<file path="config.mk">
export PLATFORM = sky130hd
export DESIGN_NAME = dac_update_ctrl
export DESIGN_NICKNAME = d
export VERILOG_FILES = /design/src/rtl/dacu_pkg.sv /design/src/rtl/dacu_cmd_decode.sv /design/src/rtl/dacu_sync.sv /design/src/rtl/dacu_channel.sv /design/src/rtl/dac_update_ctrl.sv
export SDC_FILE = /design/constraint.sdc
export NUM_CORES = 1
export LEC_CHECK = 0
export ABC_AREA = 1
export BUFFER_PORTS_ARGS = -buffer_cell sky130_fd_sc_hd__buf_2
export CAP_MARGIN = 10
export CORE_ASPECT_RATIO = 0.75
export CORE_MARGIN = 2
export CORE_UTILIZATION = 45
export CTS_BUF_LIST = sky130_fd_sc_hd__clkbuf_16
export CTS_CLUSTER_SIZE = 24
export DETAILED_ROUTE_END_ITERATION = 7
export PLACE_DENSITY = 0.72
export SYNTH_ARGS = -nofsm -noshare
export SYNTH_HDL_FRONTEND = slang
export SYNTH_SLANG_ARGS = --single-unit
</file>
<file path="constraint.sdc">
create_clock -name clk -period 2.35 [get_ports clk]
set_clock_uncertainty 0.1 [all_clocks]
set_input_delay 0.3525 -clock clk [delete_from_list [all_inputs] [get_ports clk]]
set_output_delay 0.3525 -clock clk [all_outputs]
set_load 0.02 [all_outputs]
</file>
<file path="src/rtl/dacu_pkg.sv">
package dacu_pkg;
    localparam int CMD_W  = 3;
    localparam int ADDR_W = 3;
    localparam int PAD_W  = 2;

    localparam logic [CMD_W-1:0] OP_WR_STAGE = 3'b000;
    localparam logic [CMD_W-1:0] OP_XFER     = 3'b001;
    localparam logic [CMD_W-1:0] OP_WR_XFER  = 3'b011;
    localparam logic [CMD_W-1:0] OP_MASK     = 3'b110;

    localparam logic [ADDR_W-1:0] ADDR_ALL = 3'b111;
endpackage

</file>
<file path="src/rtl/dacu_cmd_decode.sv">
module dacu_cmd_decode
    import dacu_pkg::*;
#(
    parameter int NUM_CH = 4,
    parameter int DATA_W = 16,
    localparam int WORD_W = PAD_W + CMD_W + ADDR_W + DATA_W
) (
    input  logic              cmd_valid,
    input  logic [WORD_W-1:0] cmd_word,
    output logic [NUM_CH-1:0] wr_sel,
    output logic [NUM_CH-1:0] xfer_sel,
    output logic              direct,
    output logic              mask_ld,
    output logic [DATA_W-1:0] data
);
    logic [CMD_W-1:0]  op;
    logic [ADDR_W-1:0] addr;
    logic [NUM_CH-1:0] hit;
    logic              is_wr, is_xfer, is_wrx;

    assign op   = cmd_word[DATA_W+ADDR_W +: CMD_W];
    assign addr = cmd_word[DATA_W +: ADDR_W];
    assign data = cmd_word[DATA_W-1:0];

    for (genvar c = 0; c < NUM_CH; c++) begin : g_hit
        assign hit[c] = (addr == ADDR_ALL) || (addr == ADDR_W'(c));
    end

    always_comb begin
        is_wr   = cmd_valid && (op == OP_WR_STAGE);
        is_xfer = cmd_valid && (op == OP_XFER);
        is_wrx  = cmd_valid && (op == OP_WR_XFER);
        mask_ld = cmd_valid && (op == OP_MASK);
        direct  = is_wrx;
        wr_sel   = (is_wr || is_wrx) ? hit : '0;
        xfer_sel = is_xfer ? hit : '0;
    end
endmodule

</file>
<file path="src/rtl/dacu_sync.sv">
module dacu_sync #(
    parameter int STAGES = 2
) (
    input  logic clk,
    input  logic rst_n,
    input  logic async_n,
    output logic sync_n
);
    typedef struct packed {
        logic [STAGES-1:0] pipe;
    } sync_t;

    sync_t sync_d, sync_q;

    always_comb begin
        sync_d = sync_q;
        sync_d.pipe = {sync_q.pipe[STAGES-2:0], async_n};
    end

    always_ff @(posedge clk) begin
        if (!rst_n) sync_q <= '{pipe: '1};
        else        sync_q <= sync_d;
    end

    assign sync_n = sync_q.pipe[STAGES-1];
endmodule

</file>
<file path="src/rtl/dacu_channel.sv">
module dacu_channel #(
    parameter int DATA_W = 16,
    parameter int OUT_W  = 12
) (
    input  logic              clk,
    input  logic              rst_n,
    input  logic              wr,
    input  logic              xfer,
    input  logic              direct,
    input  logic              mask_bit,
    input  logic              strobe_low,
    input  logic [DATA_W-1:0] data,
    output logic [DATA_W-1:0] stage_o,
    output logic [OUT_W-1:0]  dac_o
);
    typedef struct packed {
        logic [DATA_W-1:0] stage;
        logic [OUT_W-1:0]  dac;
    } chan_t;

    chan_t ch_d, ch_q;
    logic  pass_through;

    always_comb begin
        ch_d = ch_q;
        pass_through = direct || mask_bit || strobe_low;
        if (wr) ch_d.stage = data;
        if (wr && pass_through)
            ch_d.dac = data[DATA_W-1 -: OUT_W];
        else if (xfer || strobe_low)
            ch_d.dac = ch_q.stage[DATA_W-1 -: OUT_W];
    end

    always_ff @(posedge clk) begin
        if (!rst_n) ch_q <= '0;
        else        ch_q <= ch_d;
    end

    assign stage_o = ch_q.stage;
    assign dac_o   = ch_q.dac;
endmodule

</file>
<file path="src/rtl/dac_update_ctrl.sv">
module dac_update_ctrl
    import dacu_pkg::*;
#(
    parameter int NUM_CH      = 4,
    parameter int DATA_W      = 16,
    parameter int OUT_W       = 12,
    parameter int SYNC_STAGES = 2,
    localparam int WORD_W = PAD_W + CMD_W + ADDR_W + DATA_W
) (
    input  logic                     clk,
    input  logic                     rst_n,
    input  logic                     cmd_valid,
    input  logic [WORD_W-1:0]        cmd_word,
    input  logic                     load_n,
    output logic [NUM_CH-1:0]        mask_o,
    output logic [NUM_CH*DATA_W-1:0] stage_o,
    output logic [NUM_CH*OUT_W-1:0]  dac_o
);
    typedef struct packed {
        logic [NUM_CH-1:0] mask;
    } ctrl_t;

    ctrl_t ctrl_d, ctrl_q;

    logic [NUM_CH-1:0] wr_sel, xfer_sel;
    logic              direct, mask_ld, load_sync_n;
    logic [DATA_W-1:0] data;

    dacu_cmd_decode #(.NUM_CH(NUM_CH), .DATA_W(DATA_W)) dec_i (
        .cmd_valid (cmd_valid),
        .cmd_word  (cmd_word),
        .wr_sel    (wr_sel),
        .xfer_sel  (xfer_sel),
        .direct    (direct),
        .mask_ld   (mask_ld),
        .data      (data)
    );

    dacu_sync #(.STAGES(SYNC_STAGES)) sync_i (
        .clk     (clk),
        .rst_n   (rst_n),
        .async_n (load_n),
        .sync_n  (load_sync_n)
    );

    always_comb begin
        ctrl_d = ctrl_q;
        if (mask_ld) ctrl_d.mask = data[NUM_CH-1:0];
    end

    always_ff @(posedge clk) begin
        if (!rst_n) ctrl_q <= '0;
        else        ctrl_q <= ctrl_d;
    end

    assign mask_o = ctrl_q.mask;

    for (genvar c = 0; c < NUM_CH; c++) begin : g_ch
        dacu_channel #(.DATA_W(DATA_W), .OUT_W(OUT_W)) ch_i (
            .clk        (clk),
            .rst_n      (rst_n),
            .wr         (wr_sel[c]),
            .xfer       (xfer_sel[c]),
            .direct     (direct),
            .mask_bit   (ctrl_q.mask[c]),
            .strobe_low (!load_sync_n),
            .data       (data),
            .stage_o    (stage_o[c*DATA_W +: DATA_W]),
            .dac_o      (dac_o[c*OUT_W +: OUT_W])
        );
    end
endmodule

</file>
==> results.toml <==
[synth]
yosysTopAreaCell = "dfxtp_1"
ys_ff_latch = 118
synthTopCellsByArea = "dfxtp_1 (44%), nor2_1 (11%), nand2_1 (9.9%)"
seq_area_frac_synth_pct = 44.05
syn_inst = 781
synth_nets = 809
netlist_area_sq_um = 5363
synth-edff-count = 0
ys.flop_type = "dfxtp_1"
synth_commonest_cells = "nor2_1 (155), nand2_1 (142), dfxtp_1 (118)"
post-synth-top-count-cell = "nor2_1"
yosysWarnings = 0
synthArstFlopShare_pct = 0
syn_area_per_cell_sq_um = 6.866
ys_types = 21
synth_top_cell_area_share_pct = 44.05

[clock_network]
cts_resized = 0
clkSlewWorstSetupHoldPaths_ns = 0.06
htree_levels = 4
tritoncts = "done"
post-cts-setup-buffer-count = 0
clock_latency_ns = 0.41
clock-sinks = 118
root_buffer = "clkbuf_16"
cts_buffer_depth = 2
hold_buffers = 0
numCtsBuffers = 17

[die]
core_area_sq_um = 11610
fp.dieW_microns = 130.1
die_y_microns = 98.54
top_level_ports = 144
rows = 34
dieArea_sq_um = 12820
start_util_pct = 46.18

[timing]
post-route-period-util_pct = 84.76
hold_viol_final = 0
relSlewSlack_pct = 39.60
setup_tns_ns = 0
slew_violations = 0
max_slew.worst_pin.slew_ns = 0.9026
period_needed_ns = 1.992
rsz0062_at_grt = "no"
fin_ws_ns = 0.3581
finalSetupViolCount = 0
fmax_mhz = 502.0

[global_routing]
grt_pass1_vias = 4918
grt_pass1_wl_microns = 25190
track_usage_pct = 25.27
grt_max_degree = 40
grt_antenna_before_repair = 0
overflow = 0

[min_path]
min_delay_path_depth = 2
hold_class = "in -> reg"

[setup_path]
cp_top_family = "simple AND/OR/NAND/NOR gates"
crit_required_ns = 2.61
crit_path_top_delay_cell = "nor2_1"
path_buf_inv = 1
critPathCaptureType = "flip-flop"
path_common_cell = "nor2_1"
startpoint_type = "flip-flop"
worstPathMaxFanout = 12
r2r_cells = 7
cpPeakStageDelay_ns = 0.69
cp.depth = 7
worstSetupPathType = "reg -> reg"
path_cells = "inv_1 -> nor2_1 -> o21a_1 -> nor2_1 -> nor2_1 -> nor2_1 -> nor2_1"
crit_arrival_ns = 2.25

[place]
placedInstanceArea_sq_um = 6133
io_buffers = 141
post-place-ws_ns = 0.2922
dp.final_hpwl_microns = 11040
routabilityCongestion = 0.8681

[detailed_routing]
drtAntennaViolNets = 0
detail_route.wl_per_cell_microns = 14.68
via_count = 5443
viasPerCell = 5.017
drt-total-wl_microns = 15930
drt-pass1-iter-count = 5
drc = 0
first_iter_violations = 475

[layout]
drive_gt1_share_pct = 22.97
nets = 938
design_area_sq_um = 6739
n_antenna_cell = 0
area_growth_pct = 25.66

[power]
irDropWorstVdd_mv = 0.5444
power_leakage_nw = 3.534
p_per_area_nw_per_um2 = 813.0

[outcome]
status = "complete, no violations"

[job]
maxCapViolations = 0
-- logic make-up after synthesis --
logic type / share of synthesized area, %
AND/OR/NAND/NOR: 34.09
AO/OA/AOI/OAI: 11.81
buffers and inverters: 10.06
flip-flops: 44.05
-- area by class of cell --
class / instances / area (sq um)
well taps: 162 / 202.7
multi-input cells: 544 / 2461
repair buffers: 160 / 848.3
clock inverters: 15 / 180.2
fillers: 1131 / 4875
clock buffers: 17 / 425.4
flip-flops and latches: 118 / 2362
inverters: 69 / 259.0
-- per-layer routing --
metal	vias up	wire [microns]	track usage (%)
li1	2746	-	-
met1	2442	7550	36.96
met2	228	6620	36.49
met3	27	1385	5.212
met4	0	369	9.760
met5	-	0	0
-- report_power, final --
part / switching (mW) / internal (mW)
combinational: 0.460 / 0.220
clock: 0.975 / 1.67
sequential: 0.0578 / 2.10
-- layout by cell type, fill, tap and decap left out --
master / synthesis / routed
nand2_2: 10 / 10
clkinvlp_4: 0 / 3
clkbuf_16: 0 / 17
nand3_4: 1 / 1
nand2_1: 142 / 142
o21ai_1: 4 / 4
nor2_2: 2 / 2
nor2_4: 5 / 5
nand3_1: 85 / 85
nor2_1: 155 / 155
inv_1: 69 / 69
nand3b_1: 16 / 16
o21ai_0: 72 / 72
a21oi_1: 46 / 46
clkinv_4: 0 / 5
nand4_1: 1 / 1
clkinv_2: 0 / 3
or2_2: 2 / 2
o21a_1: 3 / 3
bufinv_16: 0 / 3
dfxtp_1: 118 / 118
inv_6: 0 / 1
buf_4: 4 / 19
buf_2: 23 / 141
-- path summary, 6_finish.rpt --
path | from | end | slack [ns]
worst min-delay path | load_n | sync_i.sync_q[0]$_SDFF_PN1_ | 0.03
worst max-delay path | sync_i.sync_q[1]$_SDFF_PN1_ | g_ch[2].ch_i.dac_o[5]$_SDFFE_PN0P_ | 0.36
worst min register to register | sync_i.sync_q[0]$_SDFF_PN1_ | sync_i.sync_q[1]$_SDFF_PN1_ | 0.32
worst max register to register | sync_i.sync_q[1]$_SDFF_PN1_ | g_ch[2].ch_i.dac_o[5]$_SDFFE_PN0P_ | 0.36
-- registers in the layout (all words and copies together) (netlist names) --
register,flops
g_ch.ch_i.stage_o,64
g_ch.ch_i.dac_o,48
mask_o,4
sync_i.sync_q,2
-- per-stage QoR --
stage	hold WS, ns	instances	power [mW]	util, %
floorplan	0.2925	781	2.634	-
global placement	0.3067	1053	2.864	52.81
detailed placement	0.3095	1053	2.869	52.81
CTS	0.02349	1085	5.503	58.03
global route	0.02791	1085	5.661	58.03
finish	0.02798	1085	5.479	58.03
Note: power is estimated with default switching activity, not from simulation.
